**config.mk**
```make
export PLATFORM = sky130hd
export DESIGN_NAME = cache_stall_ctrl
export DESIGN_NICKNAME = d
export VERILOG_FILES = /design/src/rtl/cache_stall_ctrl.sv
export SDC_FILE = /design/constraint.sdc
export NUM_CORES = 1
export LEC_CHECK = 0
export BUFFER_PORTS_ARGS = -buffer_cell sky130_fd_sc_hd__buf_2
export CAP_MARGIN = 10
export CORE_AREA = 5 5 139 141
export CTS_CLUSTER_DIAMETER = 120
export DETAILED_ROUTE_END_ITERATION = 10
export DIE_AREA = 0 0 144 146
export GPL_TIMING_DRIVEN = 0
export PLACE_DENSITY = 0.95
export SETUP_SLACK_MARGIN = 0.2
export SLEW_MARGIN = 15
export SYNTH_ARGS = -nofsm -noshare
export SYNTH_HDL_FRONTEND = slang
export SYNTH_SLANG_ARGS = --single-unit
```
**constraint.sdc**
```tcl
create_clock -name clk -period 7.37 [get_ports clk]
set_clock_uncertainty 0.1 [all_clocks]
set_input_delay 0.3685 -clock clk [delete_from_list [all_inputs] [get_ports clk]]
set_output_delay 0.3685 -clock clk [all_outputs]
set_load 0.01 [all_outputs]
```
**src/rtl/cache_stall_ctrl.sv**
```systemverilog
module cache_stall_ctrl #(
  parameter int ADDR_W    = 32,
  parameter int BLK_BYTES = 64,
  parameter int MQ_DEPTH  = 2,
  parameter int WB_DEPTH  = 2,
  parameter int SEQ_W     = 16,
  parameter int CNT_W     = 16,
  parameter bit READ_ONLY = 1'b0
) (
  input  logic                clk,
  input  logic                rst_n,
  input  logic                mq_alloc,
  input  logic [ADDR_W-1:0]   mq_addr,
  input  logic                mq_in_service,
  input  logic                wb_alloc,
  input  logic [ADDR_W-1:0]   wb_addr,
  input  logic                wb_clean_evict,
  input  logic                wb_in_service,
  input  logic                tgt_set,
  input  logic                tgt_clr,
  input  logic                req_valid,
  output logic [ADDR_W-1:0]   mq_tag_addr,
  output logic [SEQ_W-1:0]    mq_tag_seq,
  output logic [ADDR_W-1:0]   wb_tag_addr,
  output logic [SEQ_W-1:0]    wb_tag_seq,
  output logic [2:0]          blk_mask,
  output logic                port_blocked,
  output logic                retry_pulse,
  output logic [3*CNT_W-1:0]  ev_count,
  output logic [3*CNT_W-1:0]  blk_cycles,
  output logic                alloc_err,
  output logic                ro_err
);
  localparam int OFF_W = $clog2(BLK_BYTES);
  localparam int MQ_CW = $clog2(MQ_DEPTH + 1);
  localparam int WB_CW = $clog2(WB_DEPTH + 1);
  localparam int NC    = 3;
  localparam logic [ADDR_W-1:0] ALIGN_MASK = ~((ADDR_W'(1) << OFF_W) - ADDR_W'(1));

  logic [MQ_CW-1:0] mq_cnt, mq_cnt_d;
  logic [WB_CW-1:0] wb_cnt, wb_cnt_d;
  logic [NC-1:0]    mask_q, mask_d, set_v, clr_v, low_set, rel_v, low_rel;
  logic [SEQ_W-1:0] seq_q;
  logic [CNT_W-1:0] cyc_now, start_q;
  logic             must_retry;

  wire mq_full = mq_cnt == MQ_CW'(MQ_DEPTH);
  wire wb_full = wb_cnt == WB_CW'(WB_DEPTH);
  wire mq_take = mq_alloc && !mq_full;
  wire wb_take = wb_alloc && !wb_full;
  wire mq_give = mq_in_service && (mq_cnt != '0);
  wire wb_give = wb_in_service && (wb_cnt != '0);

  assign mq_cnt_d = mq_cnt + MQ_CW'(mq_take) - MQ_CW'(mq_give);
  assign wb_cnt_d = wb_cnt + WB_CW'(wb_take) - WB_CW'(wb_give);

  assign set_v = {tgt_set, wb_take && (wb_cnt_d == WB_CW'(WB_DEPTH)),
                  mq_take && (mq_cnt_d == MQ_CW'(MQ_DEPTH))};
  assign clr_v = {tgt_clr, wb_give && wb_full, mq_give && mq_full};
  assign mask_d = (mask_q & ~clr_v) | set_v;

  assign low_set = set_v & (~set_v + NC'(1));
  assign rel_v   = mask_q & ~mask_d;
  assign low_rel = rel_v & (~rel_v + NC'(1));

  wire start_blk = (mask_q == '0) && (set_v != '0);
  wire end_blk   = (mask_q != '0) && (mask_d == '0);
  wire refused   = port_blocked && req_valid;

  assign port_blocked = |mask_q;
  assign blk_mask     = mask_q;
  assign mq_tag_addr  = mq_addr & ALIGN_MASK;
  assign wb_tag_addr  = wb_addr & ALIGN_MASK;
  assign mq_tag_seq   = seq_q;
  assign wb_tag_seq   = seq_q + SEQ_W'(mq_take);

  always_ff @(posedge clk) begin
    if (!rst_n) begin
      mq_cnt      <= '0;
      wb_cnt      <= '0;
      mask_q      <= '0;
      seq_q       <= '0;
      cyc_now     <= '0;
      start_q     <= '0;
      must_retry  <= 1'b0;
      retry_pulse <= 1'b0;
      alloc_err   <= 1'b0;
      ro_err      <= 1'b0;
    end else begin
      mq_cnt      <= mq_cnt_d;
      wb_cnt      <= wb_cnt_d;
      mask_q      <= mask_d;
      seq_q       <= seq_q + SEQ_W'(mq_take) + SEQ_W'(wb_take);
      cyc_now     <= cyc_now + CNT_W'(1);
      if (start_blk) start_q <= cyc_now;
      must_retry  <= end_blk ? 1'b0 : (must_retry || refused);
      retry_pulse <= end_blk && (must_retry || refused);
      if ((mq_alloc && mq_full) || (wb_alloc && wb_full)) alloc_err <= 1'b1;
      if (READ_ONLY && wb_alloc && !wb_clean_evict) ro_err <= 1'b1;
    end
  end

  for (genvar i = 0; i < NC; i++) begin : g_cause
    logic [CNT_W-1:0] ev_q, cyc_q;
    always_ff @(posedge clk) begin
      if (!rst_n) begin
        ev_q  <= '0;
        cyc_q <= '0;
      end else begin
        if (start_blk && low_set[i]) ev_q <= ev_q + CNT_W'(1);
        if (end_blk && low_rel[i])   cyc_q <= cyc_q + (cyc_now - start_q);
      end
    end
    assign ev_count[i*CNT_W +: CNT_W]   = ev_q;
    assign blk_cycles[i*CNT_W +: CNT_W] = cyc_q;
  end
endmodule


```
**Word level (Yosys, flattened, before mapping)**

Index checks and enable logic that the tools add are counted.

- Bits in registers: 154
- Input bits: 74
- Output and inout bits: 199
- Logic and storage cells: 77

- Add/sub/neg operators: 16
- Equal/unequal tests: 4
- Bitwise logic cells: 10
- Reduce and logical (&&, ||, !) cells: 32

Operators by type and width:

| kind | count |
|---|---|
| 16-bit by 1-bit adder with 16-bit output, second input constant | 4 |
| 16-bit adder | 3 |
| 16-bit by 1-bit adder with 16-bit output | 2 |
| 1-bit logical AND | 20 |
| 16-bit subtractor | 1 |
| 3-bit bitwise AND | 4 |
| 3-bit NOT | 4 |
| 2-bit == test, second input constant | 4 |
| 3-bit by 1-bit adder with 3-bit output, second input constant | 2 |
| 3-bit logical NOT | 2 |
| 3-bit nonzero test | 2 |
| 2-bit by 1-bit adder with 2-bit output | 2 |
| 2-bit nonzero test | 2 |
| 2-bit by 1-bit subtractor with 2-bit output | 2 |
| 3-bit OR | 1 |
| 3-bit OR reduction | 1 |
| 1-bit logical NOT | 2 |
| 1-bit logical OR | 2 |
| 2-bit OR reduction | 1 |
| 1-bit NOT | 1 |

**Logic depth before layout (Yosys ltp)**

Gate-level depths: netlist of the first run.

- Word-level depth: 14
- Depth in mapped cells: 20

**Worst setup path after synthesis of the first run**

No wires, ideal clock.

- Kind: register to register
- Start point: reg cyc_now[0]
- End point: reg g_cause[0].cyc_q[15]
- Library setup time: 72 ps
- Arrival: 3742 ps
- Data required time: 7198 ps
- Path slack: 3456 ps
- Cell stages (with the launch flop): 19
- Buffers on the path: 0
- Clock period less this slack: 3914 ps
- Path through: dfxtp_1 > inv_1 > ha_1 > fa_1 > nor2b_1 > o21ai_0 > a21boi_0 > o21ai_0 > a21oi_1 > nor2_1 > xnor2_1 > ha_1 > a21o_1 > a211oi_1 > a21o_1 > a21oi_1 > or3_1 > a21oi_2 > mux2i_1

- Longest elaborated chain between the ends: 2

Ends and longest elaborated chain:

| what | line | text |
|---|---|---|
| start, declared | 44 | `logic [CNT_W-1:0] cyc_now, start_q;` |
| start signal, assigned | 94 | `cyc_now <= cyc_now + CNT_W'(1);` |
| 16-bit subtractor | 111 | `if (end_blk && low_rel[i]) cyc_q <= cyc_q + (cyc_now - start_q);` |
| 16-bit adder | 111 |  |
| end signal, assigned | 111 |  |
| end, declared | 104 | `logic [CNT_W-1:0] ev_q, cyc_q;` |

Every way passes these cells.
A chain may end at the register's enable or synchronous reset.

**Worst setup path in the final report of the first run**

Same ends and word-level chain as after synthesis.

==> results.md, run 1 <==
* Starting Density at 0.571
* Area of the mapped netlist at 10,200 sq um
* Slew Limit Headroom at 0.518
* Non-Filler Cell Area, Final at 12,000 sq um
* # clock sinks at 154
* Buffers and inverters on the worst path at 1
* Type of the tightest min-delay check: in -> reg
* Final core utilization at 0.675
* Global placer's final weighted congestion at 0.928
* Global Route Usage Sum at 0.246
* Library cell contributing the largest single delay on the critical path: sky130_fd_sc_hd__xnor2_1
* Max Fanout on Critical Path at 5
* Clock latency at the later pin of the worst-skew pair at 0.44 ns
* Total of warnings raised by yosys at 0
* Boundary Pins at 273
* Post-CTS setup-driven buffer insertion count at 0
* Arrival time at the worst endpoint at 4.88 ns
* Number of routed nets with antenna violations at 0
* Resized cells post-CTS at 0
* CTS tree: built
* Global Route met2 Usage at 0.432
* Area share of xor/xnor cells in the synthesized design at 0.110
* Design Power at 2.42 mW
* Maximum VDD drop at 0.179 mV
* Fillers at 1,381
* Clock transition at path regs at 0.07 ns
* Main combinational cell family by area after synthesis: simple AND/OR/NAND/NOR gates
* Final worst hold slack at 0.149 ns
* Layout net count at 1,561
* RSZ-0062 raised after global routing: false
* Worst Setup Slack post-DPL at 2.78 ns
* Tcrit/Tclk final at 0.628
* Floorplan Core Area at 17,800 sq um
* Pre-Repair DR Iteration Count at 5
* Share of the synthesized area in the top cell type at 0.302
* Filler-free cell count of the finished design at 1,647
* Synth top cells by count: sky130_fd_sc_hd__dfxtp_1, sky130_fd_sc_hd__nand2_1, sky130_fd_sc_hd__xnor2_1
* Most common cell in the netlist: sky130_fd_sc_hd__dfxtp_1
* Yosys top cell by area: sky130_fd_sc_hd__dfxtp_1
* Buffers from clock root to sink, at most at 2
* Drt first-iter violations at 545
* Post-synthesis average cell area at 8.63 sq um
* Crit-path max cell delay at 0.50 ns
* Via count of the first global-routing pass at 8,695
* Die ar. at 21,000 sq um
* Finish-stage setup viols at 0
* Clock root cell: sky130_fd_sc_hd__clkbuf_16
* Maximum number of pins on one net before global-route repair at 17
* Sequential area share after synthesis at 0.302
* Relative area change from synthesis to final layout at 18.2%
* Primary FF master, synth: sky130_fd_sc_hd__dfxtp_1
* Area taken by flip-flops and latches at 3080 sq um
* First-pass GRT wire length at 42,500 um
* Area used by multi-input combinational logic at 6330 sq um
* Synth area leaders: sky130_fd_sc_hd__dfxtp_1, sky130_fd_sc_hd__ha_1, sky130_fd_sc_hd__xnor2_1
* Multiplexer share of the synthesized area at 0.0322
* Post-detailed-route via-to-cell ratio at 5.59
* GRT Max-Usage Layer: met2
* Clock buffers created by TritonCTS at 17
* Achievable clock frequency at 0.216 GHz
* Setup TNS at 0 ns
* Leak at 5.86 nW
* Fraction of final layout cells sized beyond drive strength 1 at 0.228
* Detailed-route wire length at 26,500 um
* Max capacitance violation total at 0
* Synth Register Bits at 154
* Rows at 49
* Antenna violations before repair at 0
* Number of buffers inserted for hold repair after clock tree synthesis at 0
* Total congestion overflow at 0
* Kind of end point of the critical path: flop
* Slew @ Worst Pin at 0.722 ns
* Worst setup SP type: flop
* Area post-placement at 11,500 sq um
* Number of enable flip-flop cells after synthesis at 0
* Async SR Flop Fraction at 0
* Minimum period implied by the final worst setup slack at 4.63 ns
* GR Layer Usage met3 at 0.0437
* Family with the most delay on the worst path: compound AO/OA/AOI/OAI gates
* Die W at 144 um
* Routing usage on met1 at 0.298
* Max Transition Viols Final at 0
* Number of distinct standard cells referenced by the synthesized netlist at 72
* Fraction of the mapped netlist area in simple logic gates at 0.231
* Status: finished, final reports clean
* IO Port Bufs at 193
* Via Count at 9,202
* Hold Vio Cnt, Final at 0
* Least setup slack across all paths after layout at 2.74 ns
* Setup slack of the worst register-to-register path at 2.74 ns
* Chain of cells forming the critical path: inv_1, ha_1, fa_1, nor2b_1, o21ai_0, a21boi_0, o21ai_0, a21oi_1, nor2_1, xnor2_1, ha_1, a21o_1, a211oi_1, a21o_1, a21oi_1, or3_1, a21oi_2, mux2i_1
* Number of diodes at 0
* Post-detailed-route DRC marker count at 0
* Ratio of total power to cell area at 201 nW/um^2
* Synthesized-area fraction occupied by adder cells at 0.104
* Data required time of the worst path at 7.63 ns
* Category of the most critical setup path: reg -> reg
* H-tree level count at 4
* # placed instances at 1,615
* HPWL Detailed at 20,500 um
* Cells after Synth at 1,181
* Final routed wire length divided by cell count at 16.1 um
* Fraction of the mapped netlist area in compound gates at 0.140
* Chip height at 146 um
==> metal layers <==
layer,share of wire,wire length [um]
met1,0.40,10500
met4,0.030,786
met2,0.50,13300
met5,0,0
met3,0.073,1930
==> sequential cells by signal, summed over array words and instances (netlist names) <==
signal         count
alloc_err          1
blk_mask           3
cyc_now           16
g_cause.cyc_q     48
g_cause.ev_q      48
mq_cnt             2
mq_tag_seq        16
must_retry         1
retry_pulse        1
start_q           16
wb_cnt             2
==> cells in the final DEF, fill, tap and decap left out, types with 4 or more instances in the layout <==
cell type | synthesis | final
sky130_fd_sc_hd__and3_1 | 29 | 29
sky130_fd_sc_hd__a21o_1 | 23 | 23
sky130_fd_sc_hd__a21oi_1 | 43 | 43
sky130_fd_sc_hd__nor2b_1 | 47 | 47
sky130_fd_sc_hd__a211oi_1 | 7 | 7
sky130_fd_sc_hd__xnor2_1 | 83 | 83
sky130_fd_sc_hd__xor2_1 | 39 | 39
sky130_fd_sc_hd__o21bai_1 | 10 | 10
sky130_fd_sc_hd__fa_1 | 4 | 4
sky130_fd_sc_hd__nor3b_1 | 5 | 5
sky130_fd_sc_hd__and4b_1 | 5 | 5
sky130_fd_sc_hd__o21ai_0 | 42 | 42
sky130_fd_sc_hd__dfxtp_1 | 154 | 154
sky130_fd_sc_hd__clkbuf_16 | 0 | 17
sky130_fd_sc_hd__o21a_1 | 5 | 5
sky130_fd_sc_hd__nor2_1 | 43 | 43
sky130_fd_sc_hd__nand2_1 | 112 | 112
sky130_fd_sc_hd__conb_1 | 1 | 13
sky130_fd_sc_hd__nand2b_1 | 11 | 11
sky130_fd_sc_hd__a41oi_1 | 4 | 4
sky130_fd_sc_hd__nor3_1 | 12 | 12
sky130_fd_sc_hd__or3_1 | 12 | 12
sky130_fd_sc_hd__mux2i_1 | 30 | 30
sky130_fd_sc_hd__nand4b_1 | 5 | 5
sky130_fd_sc_hd__a21boi_0 | 31 | 31
sky130_fd_sc_hd__a31oi_1 | 4 | 4
sky130_fd_sc_hd__nand4_1 | 24 | 24
sky130_fd_sc_hd__o211a_1 | 7 | 7
sky130_fd_sc_hd__clkbuf_1 | 20 | 22
sky130_fd_sc_hd__ha_1 | 78 | 78
sky130_fd_sc_hd__buf_2 | 7 | 200
sky130_fd_sc_hd__nand3b_1 | 4 | 4
sky130_fd_sc_hd__buf_4 | 70 | 70
sky130_fd_sc_hd__and2_1 | 65 | 65
sky130_fd_sc_hd__nand3_1 | 41 | 41
sky130_fd_sc_hd__o211ai_1 | 7 | 7
sky130_fd_sc_hd__inv_1 | 44 | 44
==> worst reg2reg max path: cells and delay by family, from the launching register on <==
| family | cells | cell delay (ns) |
|---|---|---|
| adders and majority gates | 3 | 1.02 |
| AOI/OAI and AO/OA | 9 | 1.66 |
| muxes | 1 | 0.19 |
| DFF | 1 | 0.38 |
| buffers and inverters | 1 | 0.07 |
| xor gates and xnor gates | 1 | 0.50 |
| and+or+nand+nor | 3 | 0.63 |
==> final cells by class <==
class | instances | share of cell area
Buffer | 99 | 0.0546
Clock inverter | 13 | 0.00997
Tap cell | 229 | 0.0238
Multi-Input combinational cell | 895 | 0.526
Timing Repair Buffer | 193 | 0.0802
Inverter | 45 | 0.0140
Sequential cell | 154 | 0.256
Clock buffer | 19 | 0.0359
==> logic make-up (layout without fill, tap and decap cells) <==
group                    Yosys count  after routing
AND/OR/NAND/NOR                  432            432
buffers and inverters            144            369
other                              1             13
adder cells (fa/ha/maj)           82             82
XOR/XNOR                         125            125
multiplexers                      32             32
flip-flops                       154            154
AO/OA/AOI/OAI                    211            211
==> path summary, 6_finish.rpt <==
check,startpoint,to,depth (start not counted)
worst min register to register,cyc_now[0],cyc_now[0],1
worst max-delay path,cyc_now[0],g_cause[0].cyc_q[15],18
worst max register to register,cyc_now[0],g_cause[0].cyc_q[15],18
worst min-delay path,tgt_set,blk_mask[2],3
==> report_power, final <==
group,internal (mW),switching (mW),leakage [nW]
Combinational,0.288,0.385,4.35
Clock,0.467,0.374,0.264
Sequential,0.867,0.0430,1.24
Total,1.62,0.802,5.86
No activity file was read; power rests on OpenSTA's default activity.
==> run 2, diff against run 1 <==
--- a/config.mk
+++ b/config.mk
@@ -7,12 +7,12 @@
 export LEC_CHECK = 0
 export BUFFER_PORTS_ARGS = -buffer_cell sky130_fd_sc_hd__buf_2
 export CAP_MARGIN = 10
-export CORE_AREA = 5 5 139 141
+export CORE_AREA = 5 5 151 153
 export CTS_CLUSTER_DIAMETER = 120
 export DETAILED_ROUTE_END_ITERATION = 10
-export DIE_AREA = 0 0 144 146
+export DIE_AREA = 0 0 156 158
 export GPL_TIMING_DRIVEN = 0
-export PLACE_DENSITY = 0.95
+export PLACE_DENSITY = 0.86
 export SETUP_SLACK_MARGIN = 0.2
 export SLEW_MARGIN = 15
 export SYNTH_ARGS = -nofsm -noshare
==> constraint.sdc (replaced) <==
create_clock -name clk -period 3.75 [get_ports clk]
set_clock_uncertainty 0.1 [all_clocks]
set_input_delay 0.1875 -clock clk [delete_from_list [all_inputs] [get_ports clk]]
set_output_delay 0.1875 -clock clk [all_outputs]
set_load 0.01 [all_outputs]
==> run 2 against run 1 <==
Net effect:
- the flow now finishes with violations (setup timing)
- routed wire length increased by 17%
- design area increased by 12%
- sequential share of layout area decreased by 2.7 points
- non-clock buffer count increased by 50
- setup slack got worse by 3.0 ns
- fmax increased by 14%
==> results.md, run 2 (synthesis gave the netlist of run 1 again) <==
* Status: finished with violations
* Violated checks: setup timing
* Buffers from clock root to sink, at most at 2 (unchanged)
* Final core utilization at 0.632 (-0.0433)
* Clock buffers created by TritonCTS at 17 (unchanged)
* Leak at 6.30 nW (+7.6%)
* Max Transition Viols Final at 0 (unchanged)
* Design Power at 5.54 mW (+130%)
* First-pass GRT wire length at 44,500 um (+4.9%)
* Least setup slack across all paths after layout at -0.304 ns (-3.05 ns)
* Category of the most critical setup path: reg -> reg
* Kind of end point of the critical path: flop
* RSZ-0062 raised after global routing: true
* Slew @ Worst Pin at 0.805 ns (+0.0822 ns)
* Most frequent cells in the layout: sky130_fd_sc_hd__buf_2, sky130_fd_sc_hd__dfxtp_1, sky130_fd_sc_hd__buf_4, sky130_fd_sc_hd__nand2_1, sky130_fd_sc_hd__xnor2_1
* Ratio of total power to cell area at 409 nW/um^2 (+100%)
* Relative area change from synthesis to final layout at 32.7%
* Layout net count at 1,611 (+3.2%)
* Crit-path max cell delay at 0.40 ns (-0.10 ns)
* Cell type with the highest occurrence count on the critical path: sky130_fd_sc_hd__a21oi_2
* Worst setup SP type: flop
* Clock transition at path regs at 0.06 ns (about the same)
* Rows at 54 (+10%)
* Hold Vio Cnt, Final at 0 (unchanged)
* Registers with the most flip-flops: g_cause.cyc_q x48, g_cause.ev_q x48
* Drt first-iter violations at 655 (+20%)
* Number of cells traversed by the worst hold path at 3 (unchanged)
* Filler-free cell count of the finished design at 1,748 (+6.1%)
* Hold_sp: req_valid
* Startpoint of the worst-slack reg-to-reg timing path: cyc_now[0]
* H-tree level count at 4 (unchanged)
* Tcrit/Tclk final at 1.08 (+0.453)
* # placed instances at 1,666 (+3.2%)
* Antenna violations before repair at 0 (unchanged)
* Total congestion overflow at 0 (unchanged)
* Finish-stage setup viols at 7 (+7)
* Data required time of the worst path at 4.01 ns (-3.62 ns)
* Pre-Repair DR Iteration Count at 5 (unchanged)
* Post-detailed-route DRC marker count at 0 (unchanged)
* Max Fanout on Critical Path at 5 (unchanged)
* Fraction of final layout cells sized beyond drive strength 1 at 0.335 (+0.108)
* Maximum number of pins on one net before global-route repair at 17 (unchanged)
* IO Port Bufs at 193 (unchanged)
* Worst Setup Slack post-DPL at -0.590 ns (-3.37 ns)
* Post-detailed-route via-to-cell ratio at 5.55 (-0.72%)
* Via Count at 9,696 (+5.4%)
* Minimum period implied by the final worst setup slack at 4.05 ns (-0.575 ns)
* Die W at 156 um (+8.3%)
* Die ar. at 24,600 sq um (+17%)
* Global placer's final weighted congestion at 0.961 (+3.5%)
* CTS tree: built
* Global Route Usage Sum at 0.221 (-0.0254)
* Chip height at 158 um (+8.2%)
* Starting Density at 0.476 (-0.0954)
* Type of the tightest min-delay check: in -> reg
* Chain of cells forming the critical path: inv_2, ha_4, fa_2, nor2b_2, o21ai_2, a21boi_2, o21ai_2, nand2_1, a21o_1, a21oi_2, xnor2_2, buf_4, ha_4, a21oi_2, nor2_1, a211oi_2, a21o_1, a21oi_2, or3_1, a21oi_2, mux2i_1
* End of the worst hold path: must_retry
* Library cell contributing the largest single delay on the critical path: sky130_fd_sc_hd__or3_1
* HPWL Detailed at 20,500 um (+0.34%)
* Detailed-route wire length at 31,100 um (+17%)
* Max capacitance violation total at 0 (unchanged)
* Number of routed nets with antenna violations at 0 (unchanged)
* Via count of the first global-routing pass at 9,084 (+4.5%)
* FF-to-FF End: g_cause[0].cyc_q[15]
* # clock sinks at 154 (unchanged)
* Slew Limit Headroom at 0.464 (-0.0548)
* Achievable clock frequency at 0.247 GHz (+14%)
* Number of cells traversed by the worst register-to-register path at 21 (+3)
* Floorplan Core Area at 21,400 sq um (+20%)
* Maximum VDD drop at 0.345 mV (+92%)
* Setup slack of the worst register-to-register path at -0.30 ns (-3.05 ns)
* Arrival time at the worst endpoint at 4.31 ns (-0.57 ns)
* Fillers at 1,661 (+20%)
* Boundary Pins at 273 (unchanged)
* Final routed wire length divided by cell count at 17.8 um (+10%)
* Clock root cell: sky130_fd_sc_hd__clkbuf_16
* Clock latency at the later pin of the worst-skew pair at 0.43 ns (about the same)
* Most common library cell in the layout ignoring fill and taps: sky130_fd_sc_hd__buf_2
==> run 2: final cells by class <==
type | instances | area [sq um] | share of cell area
multi-input cells | 895 | 7220 | 0.533
repair buffers | 243 | 1380 | 0.102
well taps | 280 | 350 | 0.0259
flip-flops and latches | 154 | 3100 | 0.229
plain buffers | 99 | 662 | 0.0489
diodes | 1 | 2.50 | 0.000185
clock buffers | 19 | 453 | 0.0335
clock inverters | 12 | 196 | 0.0145
inverters | 45 | 171 | 0.0127
==> run 2: where the power goes <==
group	internal, mW	switching, mW	total [mW]
clock network	1.21	0.718	1.93
registers	1.71	0.0881	1.79
logic	0.855	0.965	1.82
==> run 2: stage by stage <==
| stage | area [sq um] | TNS, ns | hold WS, ns |
|---|---|---|---|
| 3_3_place_gp | 11600 | -1.64 | 0.330 |
| 2_1_floorplan | 10300 | 0 | 0.234 |
| 3_5_place_dp | 11600 | -3.35 | 0.341 |
| 5_1_grt | 13500 | -2.02 | 0.0477 |
| 4_1_cts | 12800 | -0.336 | 0.00541 |
| 6_report | 13500 | -1.13 | 0.0220 |
==> run 2: worst max path at each step <==
stage / end / start / cells past startpoint / slack [ns]
2_1_floorplan: g_cause[0].cyc_q[15] / start_q[1] / 18 / 0.07
3_3_place_gp: g_cause[0].cyc_q[15] / cyc_now[0] / 18 / -0.40
3_5_place_dp: g_cause[0].cyc_q[15] / cyc_now[0] / 18 / -0.59
4_1_cts: g_cause[0].cyc_q[15] / start_q[1] / 18 / -0.17
5_1_grt: g_cause[0].cyc_q[15] / cyc_now[0] / 18 / -0.42
6_report: g_cause[0].cyc_q[15] / cyc_now[0] / 21 / -0.30
==> run 2: repair_timing <==
action,4_1_cts,5_1_grt
gates resized for setup,68,91
buffers inserted,24,25
endpoints found under the hold margin,1,0
hold buffers,1,0
gates cloned,0,0
pin swaps,55,68
endpoints found under the setup margin,20,32
==> run 2: per-layer routing <==
layer,vias up,GRT usage,wire [um]
met5,-,0,0
li1,4558,-,-
met3,124,0.0364,2290
met4,0,0.0930,1530
met2,480,0.391,15200
met1,4534,0.264,12000
==> run 2: critical path: cells and delay by family, from the launching register on <==
kind                     cells  cell delay (ns)
AO/OA/AOI/OAI               10             1.40
adder cells (fa/ha/maj)      3             0.76
AND/OR/NAND/NOR              4             0.73
flip-flops                   1             0.34
XOR/XNOR                     1             0.24
buffers and inverters        2             0.23
multiplexers                 1             0.19
==> run 3, diff against run 2 <==
--- a/config.mk
+++ b/config.mk
@@ -9,10 +9,12 @@
 export CAP_MARGIN = 10
 export CORE_AREA = 5 5 151 153
 export CTS_CLUSTER_DIAMETER = 120
+export CTS_CLUSTER_SIZE = 20
 export DETAILED_ROUTE_END_ITERATION = 10
 export DIE_AREA = 0 0 156 158
 export GPL_TIMING_DRIVEN = 0
 export PLACE_DENSITY = 0.86
+export REMOVE_ABC_BUFFERS = 1
 export SETUP_SLACK_MARGIN = 0.2
 export SLEW_MARGIN = 15
 export SYNTH_ARGS = -nofsm -noshare
==> run 3 against run 2 <==
Net effect:
- the run still ends with setup timing left
- power shrank 0.74%
- design area is 4.0% lower
- clock power down 10%
- routed wire length up 22%
- first-iteration DRC count rose by 42%
- hold slack worse by 0.0091 ns
- setup slack worse by 0.32 ns
- largest power group is now combinational logic
- highest routed layer is now met5
==> results.md, run 3 (synthesis gave the netlist of run 1 again) <==
* Relative area change from synthesis to final layout at 27.4%
* Setup TNS at -4.07 ns (-2.95 ns)
* Fraction of power spent switching nets at 0.347 (+0.0278)
* Share of total power in combinational logic at 0.359 (+0.031)
* Buffers from clock root to sink, at most at 2 (unchanged)
* Crit-path max cell delay at 0.48 ns (+0.08 ns)
* End of the worst hold path: blk_mask[2]
* H-tree level count at 4 (unchanged)
* Post-detailed-route via-to-cell ratio at 6.08 (+9.6%)
* Chip height at 158 um (unchanged)
* Achievable clock frequency at 0.228 GHz (-7.4%)
* Die W at 156 um (unchanged)
* Arrival time at the worst endpoint at 4.63 ns (+0.32 ns)
* Startpoint of the most critical setup path: cyc_now[2]
* Status: finished with violations
* Hold_sp: tgt_clr
* RSZ-0062 raised after global routing: true
* Int Power at 3.59 mW (-4.8%)
* Startpoint of the worst-slack reg-to-reg timing path: cyc_now[2]
* Rows at 54 (unchanged)
* Total congestion overflow at 0 (unchanged)
* Area used by multi-input combinational logic at 7430 sq um (+2.9%)
* # clock sinks at 154 (unchanged)
* Category of the most critical setup path: reg -> reg
* Kind of end point of the critical path: flop
* Number of cells traversed by the worst hold path at 4 (+1)
* Fraction of final layout cells sized beyond drive strength 1 at 0.307 (-0.0284)
* Detailed-route wire length at 37,700 um (+22%)
* Clock buffers created by TritonCTS at 17 (unchanged)
* Via count of the first global-routing pass at 9,200 (+1.3%)
* Non-Filler Cell Area, Final at 13,000 sq um (-4.0%)
* Global Route Usage Sum at 0.254 (+0.0336)
* Post-detailed-route DRC marker count at 0 (unchanged)
* Fillers at 1,581 (-4.8%)
* Most common library cell in the layout ignoring fill and taps: sky130_fd_sc_hd__dfxtp_1
* FF-to-FF End: g_cause[1].cyc_q[15]
* Net Switching at 1.91 mW (+7.9%)
* Data required time of the worst path at 4.00 ns (about the same)
* Die ar. at 24,600 sq um (unchanged)
* Area post-placement at 10,700 sq um (-8.1%)
* HPWL Detailed at 21,200 um (+3.2%)
* Design Power at 5.50 mW (-0.74%)
* Worst setup SP type: flop
* Slew Limit Headroom at 0.514 (+0.0508)
* Via Count at 9,844 (+1.5%)
* Floorplan Core Area at 21,400 sq um (unchanged)
* Violated checks: setup timing
* Drt first-iter violations at 932 (+42%)
* Chain of cells forming the critical path: ha_4, nor2b_2, o21ai_2, a21boi_2, o21ai_2, a21oi_2, buf_4, o41ai_4, xnor2_2, buf_6, ha_4, a21oi_4, buf_4, a31oi_1, nor2_1, a211oi_2, xnor2_1, xnor2_1, nand2_1, mux2i_1
* Clock latency at the later pin of the worst-skew pair at 0.43 ns (about the same)
* Area taken by flip-flops and latches at 3100 sq um (about the same)
* Family with the most delay on the worst path: compound AO/OA/AOI/OAI gates
* Maximum VDD drop at 0.379 mV (+9.9%)
* # placed instances at 1,518 (-8.9%)
* CTS tree: built
* Buffers and inverters on the worst path at 3 (+1)
* Layout net count at 1,483 (-7.9%)
* Least setup slack across all paths after layout at -0.629 ns (-0.325 ns)
* Final routed wire length divided by cell count at 23.3 um (+31%)
* Max capacitance violation total at 0 (unchanged)
* Most frequent cells in the layout: sky130_fd_sc_hd__dfxtp_1, sky130_fd_sc_hd__buf_2, sky130_fd_sc_hd__nand2_1, sky130_fd_sc_hd__xnor2_1, sky130_fd_sc_hd__and2_1
* Setup slack of the worst register-to-register path at -0.63 ns (-0.32 ns)
* Number of routed nets with antenna violations at 0 (unchanged)
* Clock transition at path regs at 0.07 ns (about the same)
* IO Port Bufs at 142 (-26%)
* Boundary Pins at 273 (unchanged)
* Library cell contributing the largest single delay on the critical path: sky130_fd_sc_hd__o41ai_4
* Starting Density at 0.476 (unchanged)
* Antenna violations before repair at 0 (unchanged)
* Pre-Repair DR Iteration Count at 6 (+1)
* Tcrit/Tclk final at 1.17 (+0.0866)
* Number of diodes at 0 (-1)
* Finish-stage setup viols at 17 (+10)
* Ratio of total power to cell area at 423 nW/um^2 (+3.4%)
* Share of power burned in the clock network at 0.315 (-0.033)
* Type of the tightest min-delay check: in -> reg
* Max Fanout on Critical Path at 6 (+1)
* Filler-free cell count of the finished design at 1,619 (-7.4%)
* Number of cells traversed by the worst register-to-register path at 20 (-4.8%)
* Global placer's final weighted congestion at 0.934 (-2.7%)
* Maximum number of pins on one net before global-route repair at 89 (+72)
* Sequential group share of total power at 0.326 (+0.002)
* Clock root cell: sky130_fd_sc_hd__clkbuf_16
* First-pass GRT wire length at 49,600 um (+11%)
* Max Transition Viols Final at 0 (unchanged)
* Hold Vio Cnt, Final at 0 (unchanged)
* Registers with the most flip-flops: g_cause.cyc_q x48, g_cause.ev_q x48
* Minimum period implied by the final worst setup slack at 4.38 ns (+0.325 ns)
* Leak at 5.84 nW (-7.3%)
* Slew @ Worst Pin at 0.723 ns (-0.0817 ns)
==> run 3: worst max path at each step <==
stage,slack [ns],cells past startpoint,end
after detailed placement,-0.96,18,g_cause[0].cyc_q[15]
final,-0.63,20,g_cause[1].cyc_q[15]
after CTS,-0.26,19,g_cause[0].cyc_q[15]
after floorplan,-0.28,12,start_q[10]
after global routing,-0.75,20,g_cause[1].cyc_q[15]
after global placement,-1.19,12,start_q[12]
==> run 3: repair_timing <==
item                                   in CTS  in global routing
setup endpoints to repair                  31                 48
hold buffers                                1                  0
pin swaps                                  64                 86
buffers inserted                           39                 30
gates resized for setup                   130                106
endpoints found under the hold margin       1                  0
==> run 3: metrics by stage <==
stage / utilization / hold WS (ns) / setup slack (ns)
floorplan: - / 0.209 / -0.277
global placement: 0.497 / 0.275 / -1.19
detailed placement: 0.499 / 0.275 / -0.964
CTS: 0.573 / 0.00922 / -0.260
global route: 0.606 / 0.0203 / -0.755
finish: 0.606 / 0.0130 / -0.629
==> run 3: area by class of cell <==
class,count,share of cell area
tap,280,0.0270
inverter,45,0.0134
clock inverter,13,0.0111
timing repair buffer,214,0.105
clock buffer,18,0.0330
sequential,154,0.238
multi-input combinational,895,0.572
==> run 3: power groups by stage <==
stage          clock [mW]  sequential [mW]  combinational, mW
5_1_grt              1.80             1.81               2.10
3_3_place_gp            0             1.82               1.16
6_report             1.73             1.79               1.97
2_1_floorplan           0             1.82              0.869
3_5_place_dp            0             1.82               1.21
4_1_cts              1.73             1.79               1.56
==> run 3: worst register-to-register path: cells and delay by family, from the launching register on <==
family                     cells  cell delay, ns
DFF                            1            0.42
AOI/OAI and AO/OA              8            1.71
and+or+nand+nor                3            0.39
buffers and inverters          3            0.48
xor gates and xnor gates       3            0.46
muxes                          1            0.19
adders and majority gates      2            0.54
==> run 3: routing by layer <==
| metal | share of wire | track usage |
|---|---|---|
| met5 | 0.0068 | 0.0754 |
| met4 | 0.059 | 0.102 |
| met3 | 0.13 | 0.128 |
| met2 | 0.42 | 0.385 |
| met1 | 0.38 | 0.301 |
